`config.mk`:
```
export PLATFORM = sky130hd
export DESIGN_NAME = inv_defer_queue
export DESIGN_NICKNAME = d
export VERILOG_FILES = /design/src/rtl/inv_defer_pkg.sv /design/src/rtl/inv_slot_ring.sv /design/src/rtl/inv_addr_match.sv /design/src/rtl/inv_bar_gate.sv /design/src/rtl/inv_defer_queue.sv
export SDC_FILE = /design/constraint.sdc
export NUM_CORES = 1
export LEC_CHECK = 0
export BUFFER_PORTS_ARGS = -buffer_cell sky130_fd_sc_hd__buf_2
export CORE_ASPECT_RATIO = 0.6
export CORE_MARGIN = 3
export CORE_UTILIZATION = 30
export CTS_CLUSTER_SIZE = 8
export DETAILED_ROUTE_END_ITERATION = 16
export GPL_ROUTABILITY_DRIVEN = 1
export SETUP_SLACK_MARGIN = 0.1
export SLEW_MARGIN = 10
export SYNTH_ARGS = -nofsm -noshare
export SYNTH_HDL_FRONTEND = slang
export SYNTH_SLANG_ARGS = --single-unit
export TNS_END_PERCENT = 30
```
`constraint.sdc`:
```
create_clock -name clk -period 2.15 [get_ports clk]
set_clock_uncertainty 0.15 [all_clocks]
set_input_delay 0.43 -clock clk [delete_from_list [all_inputs] [get_ports clk]]
set_output_delay 0.43 -clock clk [all_outputs]
set_load 0.1 [all_outputs]
```
`src/rtl/inv_defer_pkg.sv`:
```
package inv_defer_pkg;
   typedef enum logic {
      BAR_RD  = 1'b0,
      BAR_ALL = 1'b1
   } bar_kind_e;
endpackage

```
`src/rtl/inv_slot_ring.sv`:
```
module inv_slot_ring #(
   parameter int AW    = 32,
   parameter int DEPTH = 4
) (
   input  logic                clk,
   input  logic                rst_n,
   input  logic                push,
   input  logic [AW-1:0]       push_addr,
   input  logic                pop,
   output logic [AW-1:0]       head_addr,
   output logic [DEPTH-1:0]    slot_vld,
   output logic [DEPTH*AW-1:0] slot_addr,
   output logic                full,
   output logic                empty
);
   localparam int PW   = (DEPTH > 1) ? $clog2(DEPTH) : 1;
   localparam int CW   = $clog2(DEPTH + 1);
   localparam bit POW2 = ((1 << PW) == DEPTH);

   logic [AW-1:0] mem [DEPTH];
   logic [PW-1:0] wptr, rptr, wptr_nxt, rptr_nxt;
   logic [CW-1:0] count;

   generate
      if (POW2) begin : g_wrap_nat
         assign wptr_nxt = wptr + 1'b1;
         assign rptr_nxt = rptr + 1'b1;
      end else begin : g_wrap_cmp
         assign wptr_nxt = (wptr == PW'(DEPTH - 1)) ? '0 : wptr + 1'b1;
         assign rptr_nxt = (rptr == PW'(DEPTH - 1)) ? '0 : rptr + 1'b1;
      end
   endgenerate

   assign full      = (count == CW'(DEPTH));
   assign empty     = (count == '0);
   assign head_addr = mem[rptr];

   always_ff @(posedge clk) begin
      if (push) mem[wptr] <= push_addr;
   end

   always_ff @(posedge clk) begin
      if (!rst_n) begin
         wptr     <= '0;
         rptr     <= '0;
         count    <= '0;
         slot_vld <= '0;
      end else begin
         if (push) begin
            wptr           <= wptr_nxt;
            slot_vld[wptr] <= 1'b1;
         end
         if (pop) begin
            rptr           <= rptr_nxt;
            slot_vld[rptr] <= 1'b0;
         end
         case ({push, pop})
            2'b10:   count <= count + 1'b1;
            2'b01:   count <= count - 1'b1;
            default: count <= count;
         endcase
      end
   end

   generate
      for (genvar i = 0; i < DEPTH; i++) begin : g_flat
         assign slot_addr[i*AW +: AW] = mem[i];
      end
   endgenerate


   occupancy_bound_chk: assert property (@(posedge clk) disable iff (!rst_n)
      count <= CW'(DEPTH));


   vld_count_agree_chk: assert property (@(posedge clk) disable iff (!rst_n)
      $countones(slot_vld) == int'(count));


   push_grows_chk: assert property (@(posedge clk) disable iff (!rst_n)
      (push && !pop) |=> (count == $past(count) + 1'b1));


   push_pop_hold_chk: assert property (@(posedge clk) disable iff (!rst_n)
      (push && pop) |=> $stable(count));


   pop_from_live_chk: assert property (@(posedge clk) disable iff (!rst_n)
      pop |-> slot_vld[rptr]);
endmodule

```
`src/rtl/inv_addr_match.sv`:
```
module inv_addr_match #(
   parameter int AW    = 32,
   parameter int DEPTH = 4
) (
   input  logic [AW-1:0]       probe_addr,
   input  logic [DEPTH-1:0]    slot_vld,
   input  logic [DEPTH*AW-1:0] slot_addr,
   output logic                hit
);
   logic [DEPTH-1:0] hit_vec;

   generate
      for (genvar i = 0; i < DEPTH; i++) begin : g_cmp
         assign hit_vec[i] = slot_vld[i] && (slot_addr[i*AW +: AW] == probe_addr);
      end
   endgenerate

   assign hit = |hit_vec;


   always_comb begin
      hit_needs_live_chk: assert (!hit || (|slot_vld));
   end
endmodule

```
`src/rtl/inv_bar_gate.sv`:
```
module inv_bar_gate
   import inv_defer_pkg::*;
(
   input  logic      req,
   input  bar_kind_e kind,
   input  logic      q_empty,
   input  logic      sb_empty,
   output logic      done,
   output logic      stall
);
   logic drained;

   always_comb begin
      case (kind)
         BAR_ALL: drained = q_empty && sb_empty;
         default: drained = q_empty;
      endcase
   end

   assign done  = req && drained;
   assign stall = req && !drained;


   always_comb begin
      bar_waits_queue_chk: assert (!done || q_empty);
   end


   always_comb begin
      full_bar_waits_sb_chk: assert (!(done && kind == BAR_ALL) || sb_empty);
   end
endmodule

```
`src/rtl/inv_defer_queue.sv`:
```
module inv_defer_queue
   import inv_defer_pkg::*;
#(
   parameter int AW    = 32,
   parameter int DEPTH = 4
) (
   input  logic          clk,
   input  logic          rst_n,
   input  logic          inv_valid_i,
   input  logic [AW-1:0] inv_addr_i,
   output logic          inv_ack_o,
   input  logic          cache_free_i,
   output logic          apply_valid_o,
   output logic [AW-1:0] apply_addr_o,
   input  logic [AW-1:0] probe_addr_i,
   output logic          probe_block_o,
   input  logic          bar_req_i,
   input  logic          bar_kind_i,
   input  logic          sb_empty_i,
   output logic          bar_done_o,
   output logic          bar_stall_o
);
   generate
      if (DEPTH < 2) begin : g_bad_depth
         $error("inv_defer_queue: DEPTH must be at least 2");
      end
      if (AW < 1) begin : g_bad_aw
         $error("inv_defer_queue: AW must be at least 1");
      end
   endgenerate

   logic                q_full, q_empty, do_push, do_pop;
   logic [DEPTH-1:0]    slot_vld;
   logic [DEPTH*AW-1:0] slot_addr;

   assign do_push       = inv_valid_i && !q_full;
   assign do_pop        = cache_free_i && !q_empty;
   assign inv_ack_o     = do_push;
   assign apply_valid_o = do_pop;

   inv_slot_ring #(.AW(AW), .DEPTH(DEPTH)) u_ring (
      .clk       (clk),
      .rst_n     (rst_n),
      .push      (do_push),
      .push_addr (inv_addr_i),
      .pop       (do_pop),
      .head_addr (apply_addr_o),
      .slot_vld  (slot_vld),
      .slot_addr (slot_addr),
      .full      (q_full),
      .empty     (q_empty)
   );

   inv_addr_match #(.AW(AW), .DEPTH(DEPTH)) u_match (
      .probe_addr (probe_addr_i),
      .slot_vld   (slot_vld),
      .slot_addr  (slot_addr),
      .hit        (probe_block_o)
   );

   inv_bar_gate u_bar (
      .req      (bar_req_i),
      .kind     (bar_kind_e'(bar_kind_i)),
      .q_empty  (q_empty),
      .sb_empty (sb_empty_i),
      .done     (bar_done_o),
      .stall    (bar_stall_o)
   );


   block_holds_chk: assert property (@(posedge clk) disable iff (!rst_n)
      (probe_block_o && !apply_valid_o) |=> (probe_block_o || $changed(probe_addr_i)));


   drain_done_chk: assert property (@(posedge clk) disable iff (!rst_n)
      (bar_req_i && !bar_kind_i && !inv_ack_o && apply_valid_o && $countones(slot_vld) == 1)
      |=> (!bar_req_i || bar_kind_i || bar_done_o));


   hold_when_full_chk: assert property (@(posedge clk) disable iff (!rst_n)
      (inv_valid_i && !inv_ack_o) |-> (&slot_vld));
endmodule

```
==> impl_metrics.env <==
export IMPL_drive_above_1_share_pct=44.7
export IMPL_clock_latency_ns=0.41
export IMPL_hold_viol_final=0
export IMPL_grt_ovfl_total=0
export IMPL_syn_nets=495
export IMPL_fin_crit_ns=2.83
export IMPL_synth_edf_count=128
export IMPL_synth_ff_type="edfxtp_1"
export IMPL_ys_warn_count=0
export IMPL_synth_xor_area_share_pct=17.1
export IMPL_status="finished, violations left"
export IMPL_worstSetupPathType="register to output pin"
export IMPL_fmax_mhz=353
export IMPL_gp_congestion=0.871
export IMPL_wire_per_inst_um=22.6
export IMPL_synth_area_per_cell_um2=16.2
export IMPL_rows=41
export IMPL_dp_cells=849
export IMPL_cp_required_ns=1.57
export IMPL_reg2reg_depth=8
export IMPL_syn_inst=414
export IMPL_end_kind="output pin"
export IMPL_cts_buffers=17
export IMPL_hold_path_class="input pin to register"
export IMPL_yosysTopAreaCell="edfxtp_1"
export IMPL_fin_crit_sh_pct=132
export IMPL_final_cells=890
export IMPL_clockRootBuffer="clkbuf_16"
export IMPL_post_route_util_pct=44.9
export IMPL_synth_top_area_share_pct=57.4
export IMPL_place_area_mm2=0.00865
export IMPL_setup_violations=33
export IMPL_ys_ff_latch=141
export IMPL_max_cap_viol_count=0
export IMPL_grt_antenna_before_repair=4
export IMPL_dieHeight_um=122
export IMPL_slew_violations=0
export IMPL_clock_sinks=141
export IMPL_diodes=0
export IMPL_synth_area_mux_share_pct=11.1
export IMPL_dpl_hpwl_um=14800
export IMPL_grt_pass1_vias=4488
export IMPL_io_pins=108
export IMPL_clk_pin_slew_ns=0.06
export IMPL_synth_area_mm2=0.00670
export IMPL_coreArea_mm2=0.0214
export IMPL_drc_errors=0
export IMPL_cts_path_max_buffers=2
export IMPL_synth_area_leaders="edfxtp_1, xor2_1, mux4_2, dfxtp_1, nor4_1"
export IMPL_wl_um=20100
export IMPL_holdPathStages=1
export IMPL_total_leakage_power_nw=3.56
export IMPL_vias_per_cell=4.88
export IMPL_grt_max_degree=34
export IMPL_tightest_slew_ns=0.401
export IMPL_design_area_mm2=0.00964
export IMPL_critPathLaunchType="register"
export IMPL_ys_seq_area_share_pct=61.3
export IMPL_initial_core_util_pct=31.2
export IMPL_die_area_mm2=0.0242
export IMPL_peakVddDrop_uv=1040
export IMPL_fin_hold_ws_ns=0.0755
export IMPL_grt_usage_pct=16.9
export IMPL_power_density_mw_per_mm2=1350
export IMPL_synth_distinct_cells=30
export IMPL_ant_nets=0
export IMPL_cts_htree_levels=4
export IMPL_cp_arrival_ns=2.25
export IMPL_finalPower_mw=13.0
export IMPL_violations="setup timing"
export IMPL_num_vias=4346
export IMPL_synth_top_family_by_area="XOR/XNOR gates"
export IMPL_first_pass_iters=4
export IMPL_relSlewSlack_pct=73.2
export IMPL_async_flop_share_pct=0
export IMPL_rsz0062_at_grt="yes"
export IMPL_synth_compound_area_share_pct=1.51
export IMPL_path_max_fanout=2
export IMPL_cts_hold_buf=0
export IMPL_drt_first_iter_violations=341
export IMPL_cts_tree="done"
export IMPL_nets=679
export IMPL_synthSimpleGateAreaFrac_pct=5.88
export IMPL_grt_pass1_wl_um=28800
export IMPL_fp_dieW_um=199
export IMPL_port_buffers=107
export IMPL_synth_fa_ha_area_share_pct=1.98
export IMPL_setup_ws_ns=-0.681
export IMPL_area_growth_pct=43.9
-- kinds of logic (layout without fill, tap and decap cells) --
| family | count (synthesis) | in the layout |
|---|---|---|
| mux | 34 | 34 |
| compound gates | 11 | 11 |
| xor+xnor | 131 | 131 |
| fa+ha+maj | 10 | 10 |
| flops | 141 | 141 |
| buf+inv | 19 | 216 |
| simple gates | 68 | 68 |
-- sequential cells by signal, summed over array words and instances, names as in the netlist, named ones only --
signal and flops:
u_ring.rptr 2, u_ring.mem 128, u_ring.slot_vld 4, u_ring.count 3
u_ring.wptr 2
-- through the flow --
stage               TNS [ns]  setup WS, ns
floorplan             -10.75        -0.412
global placement      -0.563        -0.563
detailed placement    -0.626        -0.566
CTS                    -9.70        -0.692
global route           -9.52        -0.745
finish                 -7.92        -0.681
-- cell usage after synthesis, types with 2 or more instances --
master / number
dfxtp_1: 13
a21boi_0: 2
xnor2_1: 10
clkbuf_1: 3
mux4_2: 32
ha_1: 9
o211a_1: 4
inv_1: 9
xor2_1: 121
nor4_1: 28
o21ai_0: 2
nand4_1: 4
nand3_1: 7
buf_2: 5
edfxtp_1: 128
nor3_1: 7
mux2i_1: 2
and2_1: 9
nor2b_1: 3
nand2_1: 6
-- timing repair --
action / 4_1_cts / 5_1_grt
setup buffers: 1 / 4
pin swaps: 12 / 12
setup endpoints to repair: 37 / 37
gates cloned: 3 / 1
resized for setup: 18 / 16
-- final timing paths --
path	startpoint	to	slack (ns)
max reg2reg	u_ring.count[1]	u_ring.count[2]	0.03
min	inv_addr_i[13]	u_ring.mem[2][13]	0.08
min reg2reg	u_ring.slot_vld[1]	u_ring.slot_vld[1]	0.35
max	u_ring.mem[1][21]	probe_block_o	-0.68
-- where the power goes --
group	switching (mW)	internal [mW]	leakage [nW]	total, mW
Combinational	3.80	2.49	1.98	6.29
Sequential	0.219	3.35	1.28	3.57
Clock	1.10	2.09	0.303	3.19
-- cell usage in the layout (no fill, tap or decap), types with 2 or more instances in the layout --
cell type and count:
xor2_1 113, clkinvlp_4 3, xnor2_1 10, and2_1 5, buf_16 3, nand2_1 6
nor3_2 3, bufinv_16 5, nor3_1 4, o211a_1 4, o21ai_0 2, inv_1 7
and2_2 2, clkbuf_16 18, mux2i_1 2, clkinv_2 2, buf_12 46, ha_1 8
dfxtp_1 10, nand3_1 7, clkbuf_1 3, buf_2 70, xor2_2 8, nor4_1 17
nor4_2 10, inv_2 2, buf_4 53, nand4_1 4, and2_4 2, dfxtp_4 2
edfxtp_1 128, nor2b_1 3, mux4_2 32
-- critical path, cell delays in order, from the launching register on --
cell,delay [ns]
edfxtp_1,0.41
xor2_1,0.20
nor4_2,0.41
buf_4,0.18
nand4_1,0.10
nor3_2,0.20
or4_4,0.17
buf_12,0.17
-- final cells by class --
cell class / count / area (µm²)
Fill cell: 1881 / 11800
Clock inverter: 11 / 191
Inverter: 10 / 45.0
Timing Repair Buffer: 174 / 1790
Tap cell: 279 / 349
Clock buffer: 21 / 450
Sequential cell: 141 / 4110
Multi-Input combinational cell: 254 / 2700
-- routing by layer --
| metal | vias to the layer above | track usage (%) | wire, µm |
|---|---|---|---|
| met4 | 8 | 3.86 | 111 |
| met5 | - | 0 | 49 |
| li1 | 1941 | - | - |
| met3 | 17 | 6.88 | 1990 |
| met2 | 172 | 24.3 | 8520 |
| met1 | 2208 | 23.9 | 9420 |
Power figures use the tool's default switching activity.
